--- src/rtl/dma_fe_pkg.sv ---
package dma_fe_pkg;
  typedef enum logic [2:0] {
    CH_LSA   = 3'd0,
    CH_EAH   = 3'd1,
    CH_EAL   = 3'd2,
    CH_SIZE  = 3'd3,
    CH_TAG   = 3'd4,
    CH_CMD   = 3'd5,
    CH_TMASK = 3'd6,
    CH_TUPD  = 3'd7
  } chan_e;

  typedef enum logic [1:0] {
    CLS_XFER = 2'd0,
    CLS_LIST = 2'd1,
    CLS_ATOM = 2'd2,
    CLS_SYNC = 2'd3
  } cls_e;

  localparam logic [7:0] OP_ATOM_GETLINE = 8'h80;
  localparam logic [7:0] OP_ATOM_PUTCOND = 8'h84;
  localparam logic [7:0] OP_ATOM_PUTUNC  = 8'h88;
  localparam logic [7:0] OP_SYNC_BAR     = 8'hC0;
  localparam logic [7:0] OP_SYNC_ORD     = 8'hC8;
  localparam logic [7:0] OP_SYNC_FULL    = 8'hCC;
endpackage

--- src/rtl/dma_fe_stage.sv ---
module dma_fe_stage
  import dma_fe_pkg::*;
#(
  parameter int LS_AW    = 18,
  parameter int MAX_XFER = 16384,
  parameter int TAGS     = 32,
  localparam int SZW     = $clog2(MAX_XFER + 1),
  localparam int TW      = $clog2(TAGS)
) (
  input  logic             clk,
  input  logic             rst_n,
  input  logic             wr_en,
  input  logic [2:0]       wr_ch,
  input  logic [31:0]      wr_data,
  input  logic             clr,
  output logic [LS_AW-1:0] lsa,
  output logic [31:0]      eah,
  output logic [31:0]      eal,
  output logic [SZW-1:0]   size,
  output logic [TW-1:0]    tag,
  output logic             bad
);
  localparam logic [31:0] LS_LIMIT  = 32'(1) << LS_AW;
  localparam logic [31:0] SZ_LIMIT  = 32'(MAX_XFER);
  localparam logic [31:0] TAG_LIMIT = 32'(TAGS);

  logic ok_lsa, ok_size, ok_tag;
  logic [LS_AW-1:0] lsa_n;
  logic [31:0]      eah_n, eal_n;
  logic [SZW-1:0]   size_n;
  logic [TW-1:0]    tag_n;

  always_comb begin
    ok_lsa  = wr_data <  LS_LIMIT;
    ok_size = wr_data <= SZ_LIMIT;
    ok_tag  = wr_data <  TAG_LIMIT;
    bad = wr_en && (((wr_ch == CH_LSA)  && !ok_lsa)  ||
                    ((wr_ch == CH_SIZE) && !ok_size) ||
                    ((wr_ch == CH_TAG)  && !ok_tag));
  end

  always_comb begin
    lsa_n  = lsa;
    eah_n  = eah;
    eal_n  = eal;
    size_n = size;
    tag_n  = tag;
    if (clr) begin
      lsa_n  = '0;
      eah_n  = '0;
      eal_n  = '0;
      size_n = '0;
      tag_n  = '0;
    end else if (wr_en) begin
      case (wr_ch)
        CH_LSA:  if (ok_lsa)  lsa_n  = wr_data[LS_AW-1:0];
        CH_EAH:  eah_n = wr_data;
        CH_EAL:  eal_n = wr_data;
        CH_SIZE: if (ok_size) size_n = wr_data[SZW-1:0];
        CH_TAG:  if (ok_tag)  tag_n  = wr_data[TW-1:0];
        default: ;
      endcase
    end
  end

  always_ff @(posedge clk or negedge rst_n) begin
    if (!rst_n) begin
      lsa  <= '0;
      eah  <= '0;
      eal  <= '0;
      size <= '0;
      tag  <= '0;
    end else begin
      lsa  <= lsa_n;
      eah  <= eah_n;
      eal  <= eal_n;
      size <= size_n;
      tag  <= tag_n;
    end
  end
endmodule

--- src/rtl/dma_fe_decode.sv ---
module dma_fe_decode
  import dma_fe_pkg::*;
#(
  parameter int SZW        = 15,
  parameter int LINE_BYTES = 128
) (
  input  logic [7:0]     code,
  input  logic [SZW-1:0] size,
  output logic           legal,
  output logic [1:0]     cls
);
  logic is_xfer, is_atom, is_sync;

  always_comb begin
    is_xfer = ((code[7:4] == 4'h2) || (code[7:4] == 4'h3) || (code[7:4] == 4'h4)) &&
              !code[3] && (code[1:0] != 2'b11);
    is_atom = (code == OP_ATOM_GETLINE) || (code == OP_ATOM_PUTCOND) ||
              (code == OP_ATOM_PUTUNC);
    is_sync = (code == OP_SYNC_BAR) || (code == OP_SYNC_ORD) || (code == OP_SYNC_FULL);
    legal   = 1'b0;
    cls     = CLS_XFER;
    if (is_xfer) begin
      legal = 1'b1;
      cls   = code[2] ? CLS_LIST : CLS_XFER;
    end else if (is_atom) begin
      legal = (size == SZW'(LINE_BYTES));
      cls   = CLS_ATOM;
    end else if (is_sync) begin
      legal = 1'b1;
      cls   = CLS_SYNC;
    end
  end
endmodule

--- src/rtl/dma_fe_issue.sv ---
module dma_fe_issue #(
  parameter int LS_AW = 18,
  parameter int SZW   = 15,
  parameter int TW    = 5
) (
  input  logic             clk,
  input  logic             rst_n,
  input  logic             cmd_wr,
  input  logic [7:0]       code,
  input  logic             legal,
  input  logic [1:0]       cls,
  input  logic [LS_AW-1:0] lsa,
  input  logic [63:0]      ea,
  input  logic [SZW-1:0]   size,
  input  logic [TW-1:0]    tag,
  input  logic             bad_param,
  input  logic             err_clr,
  input  logic             req_ready,
  output logic             stall,
  output logic             cmd_take,
  output logic             err_flag,
  output logic             req_valid,
  output logic [1:0]       req_class,
  output logic [7:0]       req_code,
  output logic [LS_AW-1:0] req_lsa,
  output logic [63:0]      req_ea,
  output logic [SZW-1:0]   req_size,
  output logic [TW-1:0]    req_tag
);
  logic go, valid_n, err_n;

  always_comb begin
    stall    = req_valid && !req_ready;
    cmd_take = cmd_wr && !stall;
    go       = cmd_take && legal;
    valid_n  = go || stall;
    if (bad_param || (cmd_take && !legal)) err_n = 1'b1;
    else if (err_clr)                      err_n = 1'b0;
    else                                   err_n = err_flag;
  end

  always_ff @(posedge clk or negedge rst_n) begin
    if (!rst_n) begin
      req_valid <= 1'b0;
      err_flag  <= 1'b0;
    end else begin
      req_valid <= valid_n;
      err_flag  <= err_n;
    end
  end

  always_ff @(posedge clk or negedge rst_n) begin
    if (!rst_n) begin
      req_class <= '0;
      req_code  <= '0;
      req_lsa   <= '0;
      req_ea    <= '0;
      req_size  <= '0;
      req_tag   <= '0;
    end else if (go) begin
      req_class <= cls;
      req_code  <= code;
      req_lsa   <= lsa;
      req_ea    <= ea;
      req_size  <= size;
      req_tag   <= tag;
    end
  end
endmodule

--- src/rtl/dma_fe_tag.sv ---
module dma_fe_tag
  import dma_fe_pkg::*;
#(
  parameter int TAGS = 32
) (
  input  logic            clk,
  input  logic            rst_n,
  input  logic            wr_en,
  input  logic [2:0]      wr_ch,
  input  logic [TAGS-1:0] wr_bits,
  output logic [TAGS-1:0] tag_mask,
  output logic [TAGS-1:0] tag_stat
);
  logic mask_we, stat_we;

  always_comb begin
    mask_we = wr_en && (wr_ch == CH_TMASK);
    stat_we = wr_en && (wr_ch == CH_TUPD);
  end

  for (genvar g = 0; g < TAGS; g++) begin : g_bit
    always_ff @(posedge clk or negedge rst_n) begin
      if (!rst_n) begin
        tag_mask[g] <= 1'b0;
        tag_stat[g] <= 1'b0;
      end else begin
        if (mask_we) tag_mask[g] <= wr_bits[g];
        if (stat_we) tag_stat[g] <= tag_mask[g];
      end
    end
  end
endmodule

--- src/rtl/dma_cmd_front.sv ---
module dma_cmd_front
  import dma_fe_pkg::*;
#(
  parameter int LS_AW      = 18,
  parameter int MAX_XFER   = 16384,
  parameter int TAGS       = 32,
  parameter int LINE_BYTES = 128,
  localparam int SZW       = $clog2(MAX_XFER + 1),
  localparam int TW        = $clog2(TAGS)
) (
  input  logic             clk,
  input  logic             rst_n,
  input  logic             wr_en,
  input  logic [2:0]       wr_ch,
  input  logic [31:0]      wr_data,
  output logic             cmd_stall,
  input  logic             err_clr,
  output logic             err_flag,
  output logic [TAGS-1:0]  tag_mask,
  output logic [TAGS-1:0]  tag_stat,
  output logic             req_valid,
  input  logic             req_ready,
  output logic [1:0]       req_class,
  output logic [7:0]       req_code,
  output logic [LS_AW-1:0] req_lsa,
  output logic [63:0]      req_ea,
  output logic [SZW-1:0]   req_size,
  output logic [TW-1:0]    req_tag
);
  logic [LS_AW-1:0] stg_lsa;
  logic [31:0]      stg_eah, stg_eal;
  logic [SZW-1:0]   stg_size;
  logic [TW-1:0]    stg_tag;
  logic             bad_param, cmd_wr, cmd_take, legal;
  logic [1:0]       cls;

  assign cmd_wr = wr_en && (wr_ch == CH_CMD);

  dma_fe_stage #(.LS_AW(LS_AW), .MAX_XFER(MAX_XFER), .TAGS(TAGS)) u_stage (
    .clk(clk), .rst_n(rst_n), .wr_en(wr_en), .wr_ch(wr_ch), .wr_data(wr_data),
    .clr(cmd_take), .lsa(stg_lsa), .eah(stg_eah), .eal(stg_eal),
    .size(stg_size), .tag(stg_tag), .bad(bad_param)
  );

  dma_fe_decode #(.SZW(SZW), .LINE_BYTES(LINE_BYTES)) u_dec (
    .code(wr_data[7:0]), .size(stg_size), .legal(legal), .cls(cls)
  );

  dma_fe_issue #(.LS_AW(LS_AW), .SZW(SZW), .TW(TW)) u_issue (
    .clk(clk), .rst_n(rst_n), .cmd_wr(cmd_wr), .code(wr_data[7:0]),
    .legal(legal), .cls(cls), .lsa(stg_lsa), .ea({stg_eah, stg_eal}),
    .size(stg_size), .tag(stg_tag), .bad_param(bad_param), .err_clr(err_clr),
    .req_ready(req_ready), .stall(cmd_stall), .cmd_take(cmd_take),
    .err_flag(err_flag), .req_valid(req_valid), .req_class(req_class),
    .req_code(req_code), .req_lsa(req_lsa), .req_ea(req_ea),
    .req_size(req_size), .req_tag(req_tag)
  );

  dma_fe_tag #(.TAGS(TAGS)) u_tag (
    .clk(clk), .rst_n(rst_n), .wr_en(wr_en), .wr_ch(wr_ch),
    .wr_bits(wr_data[TAGS-1:0]), .tag_mask(tag_mask), .tag_stat(tag_stat)
  );
endmodule

--- config.mk ---
export PLATFORM = sky130hd
export DESIGN_NAME = dma_cmd_front
export DESIGN_NICKNAME = d
export VERILOG_FILES = /design/src/rtl/dma_fe_pkg.sv /design/src/rtl/dma_fe_stage.sv /design/src/rtl/dma_fe_decode.sv /design/src/rtl/dma_fe_issue.sv /design/src/rtl/dma_fe_tag.sv /design/src/rtl/dma_cmd_front.sv
export SDC_FILE = /design/constraint.sdc
export NUM_CORES = 1
export LEC_CHECK = 0
export ABC_CLOCK_PERIOD_IN_PS = 2700
export BUFFER_PORTS_ARGS = -buffer_cell sky130_fd_sc_hd__buf_4
export CAP_MARGIN = 0
export CORE_MARGIN = 2
export CORE_UTILIZATION = 41
export DETAILED_ROUTE_END_ITERATION = 7
export GPL_ROUTABILITY_DRIVEN = 0
export PLACE_DENSITY = 0.67
export SLEW_MARGIN = 30
export SYNTH_ARGS = -nofsm -noshare
export SYNTH_HDL_FRONTEND = slang
export SYNTH_SLANG_ARGS = --single-unit
--- constraint.sdc ---
create_clock -name clk -period 2.7 [get_ports clk]
set_clock_uncertainty 0.15 [all_clocks]
set_input_delay 0.27 -clock clk [delete_from_list [all_inputs] [get_ports clk]]
set_output_delay 0.27 -clock clk [all_outputs]
set_load 0.005 [all_outputs]
==> results of run 1 <==
-- path summary, 6_finish.rpt --
check                                startpoint                   end  slack, ns  cells after the start
max                                  wr_data[5]    u_issue.req_ea[53]       0.36                      8
min                                       rst_n     u_tag.tag_stat[0]       0.07                      2
max reg2reg                    u_stage.size[11]    u_issue.req_ea[22]       0.50                      6
min reg2reg                u_issue.req_class[0]  u_issue.req_class[0]       0.35                      1
max in group asynchronous                 rst_n    u_tag.tag_stat[30]       1.52                      3
min in group clk                          wr_en      u_issue.err_flag       0.08                      4
-- layout make-up --
type	instances	share of cell area (%)
Sequential cell	280	48.0
Clock inverter	7	0.608
Tap cell	341	2.92
Timing Repair Buffer	273	15.2
Multi-Input combinational cell	526	27.4
Clock buffer	47	5.84
Inverter	2	0.0514
-- metrics by stage --
stage                     setup WS (ns)  hold slack [ns]  util (%)  std cells  cell area (µm²)
after floorplan                   0.754           -0.176         -        866            11300
after global placement            0.423           0.0463      49.4       1388            13300
after detailed placement          0.381           0.0429      49.4       1388            13300
after CTS                         0.393           0.0425      54.2       1476            14600
after global routing              0.288           0.0812      54.2       1476            14600
final                             0.359           0.0658      54.2       1476            14600
-- logic make-up (layout without fill, tap and decap cells) --
kind of cell	after synthesis	in the layout	synth area share [%]
AO/OA/AOI/OAI	110	110	5.16
AND/OR/NAND/NOR	220	220	8.47
multiplexers	196	196	21.6
buffers and inverters	60	329	2.71
flip-flops	280	280	62.1
-- power breakdown --
part | internal [mW] | switching [mW] | total [mW] | leakage (nW)
logic | 0.874 | 0.570 | 1.44 | 3.36
registers | 4.69 | 0.301 | 4.99 | 3.73
clock network | 2.34 | 1.59 | 3.93 | 0.463
-- cells in the final DEF, fill, tap and decap left out, types with 3 or more instances in the layout --
cell / Yosys / routed
nand2_1: 135 / 135
buf_4: 1 / 232
buf_12: 0 / 6
clkinv_2: 0 / 4
dfrtp_1: 280 / 280
nor3_1: 6 / 5
a21oi_1: 80 / 80
mux2i_1: 23 / 23
nand2b_1: 3 / 3
mux2_2: 105 / 105
clkbuf_16: 0 / 29
mux2_4: 68 / 68
nor4_1: 6 / 6
clkbuf_1: 32 / 12
nand4_1: 3 / 3
clkbuf_8: 0 / 6
nand3_1: 21 / 19
nor2b_1: 5 / 5
o21ai_0: 20 / 20
nor2_1: 31 / 31
dlygate4sd3_1: 0 / 34
-- state kept, by name (all words and copies together), names as in the netlist --
register and cells:
u_issue.req_ea 64, u_tag.tag_mask 32, u_issue.err_flag 1, u_issue.req_size 15
u_issue.req_class 2, u_stage.eal 32, u_stage.lsa 18, u_tag.tag_stat 32
u_stage.eah 32, u_issue.req_valid 1, u_issue.req_lsa 18, u_issue.req_tag 5
u_issue.req_code 8, u_stage.tag 5, u_stage.size 15
-- Yosys cell counts (2+ instances only) --
cell      number
a21oi_1       80
and3_1         2
buf_1          4
buf_2         13
buf_6          8
clkbuf_1      32
dfrtp_1      280
inv_1          2
mux2_2       105
mux2_4        68
mux2i_1       23
nand2_1      135
nand2b_1       3
nand3_1       21
nand4_1        3
nor2_1        31
nor2b_1        5
nor3_1         6
nor4_1         6
o21ai_0       20
-- worst max-delay path, cell delays in order --
cell           delay (ns)
dlygate4sd3_1        0.54
buf_4                0.19
nor2b_1              0.15
o21ai_0              0.16
nand2_1              0.15
o21ai_4              0.27
buf_12               0.43
mux2_2               0.40
-- layer usage --
| metal | GRT usage [%] | vias up |
|---|---|---|
| met5 | 0 | - |
| met4 | 4.01 | 0 |
| met3 | 4.28 | 33 |
| met2 | 31.9 | 213 |
| met1 | 28.5 | 3825 |
| li1 | - | 3477 |
==> impl_metrics.toml, run 1 <==
[run_status]
status = "finished clean"

[timing]
fmax_ghz = 0.427
rsz0062_at_grt = "false"
period_needed_ns = 2.34
finalHoldViolations = 0
maxSlewViolCount = 0
final.setup.tns_ns = 0
setup_viol = 0
slew_headroom_pct = 67.1
post-route-period-util_pct = 86.7
tightest_slew_ns = 0.489

[finish]
final-seq-area_mm2 = 0.00701
diodes = 0
drive_gt1_share_pct = 40.5
multi_input_area_mm2 = 0.00400
nNetsFinal = 1152
fillers = 2277
syn2layout_area_growth_pct = 29.4

[routing]
routed_via_density = 5.11
wl_met3_um = 1840
ant_nets = 0
dr.pass1.iters = 4
wl_per_cell_um = 19.6
drc_errors = 0
dr_wl_met2_um = 13600
num_vias = 7548
highest_layer = "met4"
wl_met1_um = 13200
drt_iter0_drc = 489
drt-total-wl_um = 29000

[yosys]
ys_seq_area_share_pct = 62.1
synthCells = 866
yosysWarnings = 0
synthDistinctLibCells = 39
syn_area_per_cell_um2 = 13.0
ys_top_cells_by_area = "dfrtp_1, mux2_2, mux2_4"
synth_ff_type = "dfrtp_1"
synth_nets = 906
yosys.area.top_type = "dfrtp_1"
synth_top_area_share_pct = 62.1
synthArstFlopShare_pct = 100
ys_ff_latch = 280
synth_enable_flop_cells = 0
syn_area_mm2 = 0.0113

[floorplan]
fp.dieW_um = 170
die-height_um = 170
start_util_pct = 41.9
rows = 60
ios = 219
dieArea_mm2 = 0.0289
core_area_mm2 = 0.0270

[critical_path]
critPathLaunchType = "input pin"
cp.arrival_ns = 2.60
worstPathMaxFanout = 65
crit_type = "input pin to flop"
worstPathRequired_ns = 2.96
end_kind = "flop"

[clock_tree]
cts_hold_buf = 34
clkSlewWorstSetupHoldPaths_ns = 0.07
post_cts_resized = 0
h-tree-depth = 1
clk_path_buf_depth = 3
tritoncts.num_buffers = 29
clock_sinks = 280
clkLatencyLatePin_ns = 0.53
cts-root-buf = "clkbuf_16"
cts_tree = "built"
postCtsSetupBuffers = 0

[grt]
antenna_found_initial = 0
grt_max_degree = 105
grt_pass1_vias = 7624
track_usage_pct = 20.0
grt-ovfl-total = 0
grt_pass1_wl_um = 44900

[pwr]
total_power_mw = 10.4
leakagePower_nw = 7.55
vdd_drop_max_uv = 527
powerDensity_mw_per_mm2 = 710

[placement]
place.port_buffers = 218
dp_hpwl_um = 18700

[worst_hold_path]
hold_path.class = "input pin to asynchronous set/reset pin"

[job]
cap_violations = 0
(Power assumes the default switching activity.)
==> run 2: changes to the inputs <==
--- a/config.mk
+++ b/config.mk
@@ -9,10 +9,11 @@
 export BUFFER_PORTS_ARGS = -buffer_cell sky130_fd_sc_hd__buf_4
 export CAP_MARGIN = 0
 export CORE_MARGIN = 2
-export CORE_UTILIZATION = 41
+export CORE_UTILIZATION = 55
 export DETAILED_ROUTE_END_ITERATION = 7
 export GPL_ROUTABILITY_DRIVEN = 0
-export PLACE_DENSITY = 0.67
+export PLACE_DENSITY = 0.84
+export REMOVE_ABC_BUFFERS = 1
 export SLEW_MARGIN = 30
 export SYNTH_ARGS = -nofsm -noshare
 export SYNTH_HDL_FRONTEND = slang
==> run 2 against run 1 <==
Effect of this change: combinational power about the same; global-route usage increased by 6.3 points; register-to-register slack barely moved; design area shrank 0.37%; critical path type unchanged.
==> impl_metrics.toml, run 2 (same netlist as run 1, synthesis figures left out) <==
[run_status]
status = "finished clean"

[grt]
grt_pass1_wl_um = 45300
grt_pass1_vias = 8158
track_usage_pct = 26.3
grt-ovfl-total = 0
antenna_found_initial = 0
grt_max_degree = 105

[finish]
diodes = 0
nNetsFinal = 1154
final_common_cell = "dfrtp_1"
final_cell_mix = "dfrtp_1, buf_4, nand2_1"
post-route-util_pct = 72.1
regMostFlops = "u_issue.req_ea"
finalNonFillerCells = 1403
design_area_mm2 = 0.0145
drive_gt1_share_pct = 41.2
syn2layout_area_growth_pct = 28.9
largest_reg_flops = 64

[pwr]
vdd_drop_max_uv = 471
powerDensity_mw_per_mm2 = 713
leakagePower_nw = 7.57
total_power_mw = 10.4

[placement]
placed_cells = 1322
place.port_buffers = 218
dp_hpwl_um = 17700
dp_slack_ns = 0.496
postPlaceCellArea_mm2 = 0.0133

[routing]
num_vias = 7835
drc_errors = 0
dr.pass1.iters = 4
drt-total-wl_um = 28000
routed_via_density = 5.58
ant_nets = 0
drt_iter0_drc = 426
wl_per_cell_um = 20.0

[floorplan]
dieArea_mm2 = 0.0217
start_util_pct = 55.9
rows = 52
die-height_um = 147
ios = 219
fp.dieW_um = 147
core_area_mm2 = 0.0202

[critical_path]
worstPathMaxFanout = 61
end_kind = "flop"
path_delay_family = "buffers and inverters"
cp.arrival_ns = 2.60
slowest_delay_ns = 0.54
worstPathRequired_ns = 2.95
cpMaxStageDelayCell = "dlygate4sd3_1"
ff2ff_setup_slack_ns = 0.50
critPathLaunchType = "input pin"
crit_path_cell_trace = "dlygate4sd3_1, buf_4, nor2b_1, o21ai_0, nand2_1, o21ai_4, buf_12, mux2_2"
crit_type = "input pin to flop"
worstPathBufferInverterCount = 3

[clock_tree]
clk_path_buf_depth = 3
cts-root-buf = "clkbuf_16"
clock_sinks = 280
h-tree-depth = 1
clkSlewWorstSetupHoldPaths_ns = 0.06
cts_tree = "built"
tritoncts.num_buffers = 27
clkLatencyLatePin_ns = 0.52
post_cts_resized = 0

[timing]
finalHoldViolations = 0
rsz0062_at_grt = "false"
tightest_slew_ns = 0.815
postLayoutSetupSlackWorst_ns = 0.344
setup_viol = 0
fmax_ghz = 0.424
slew_headroom_pct = 45.5
maxSlewViolCount = 0
period_needed_ns = 2.36
post-route-period-util_pct = 87.3

[job]
cap_violations = 0

[worst_hold_path]
hold_path.class = "input pin to flop"
run 2: cell types whose count changed in the layout (fill, tap and decap cells not counted), moves of 2 or more:
cell / delta
clkbuf_1: -6
clkbuf_8: -4
buf_4: +3
bufinv_16: +3
clkinv_2: +3
buf_12: +2
clkbuf_16: -2
run 2: final timing paths:
kind	from	to	cells after the start
worst max register to register	u_stage.size[10]	u_issue.req_ea[18]	6
worst min register to register	u_stage.eal[17]	u_issue.req_ea[17]	1
worst max-delay path	wr_data[5]	u_issue.req_ea[42]	8
max in group asynchronous	rst_n	u_issue.req_size[0]	3
worst min-delay path	req_ready	u_issue.req_valid	4
min in group asynchronous	rst_n	u_issue.req_code[5]	2
run 2: layout make-up:
cell class	instances	area, µm²
sequential	280	7010
fill	1355	5620
multi-input combinational	526	4010
timing repair buffer	277	2270
clock buffer	35	726
tap	270	338
clock inverter	13	193
inverter	2	7.51
run 2: stage by stage:
step / hold WS (ns) / setup TNS [ns]
after floorplan: -0.176 / -865.80
after global placement: 0.180 / 0
after detailed placement: 0.179 / 0
after CTS: 0.0337 / 0
after global routing: 0.0433 / 0
final: 0.0542 / 0
run 2: per-layer routing:
metal / share of wire [%] / vias to the layer above / GRT usage [%]
met5: 0 / - / 0
met4: 3.6 / 0 / 9.38
met3: 5.9 / 66 / 3.98
met2: 49 / 295 / 42.6
met1: 42 / 3994 / 36.7
li1: - / 3480 / -
run 2: tightest hold or removal path, cell delays in order:
cell	delay, ns
buf_4	0.08
nor2b_1	0.03
buf_4	0.14
nand2b_1	0.15
run 2: what timing repair did:
action | 4_1_cts | 5_1_grt
setup buffers | 0 | 0
endpoints found under the hold margin | 220 | 0
hold buffers | 33 | 0
run 2: where the power goes:
group	switching, mW	total, mW	internal (mW)
Clock	1.56	3.92	2.37
Combinational	0.579	1.46	0.879
Sequential	0.302	4.99	4.68
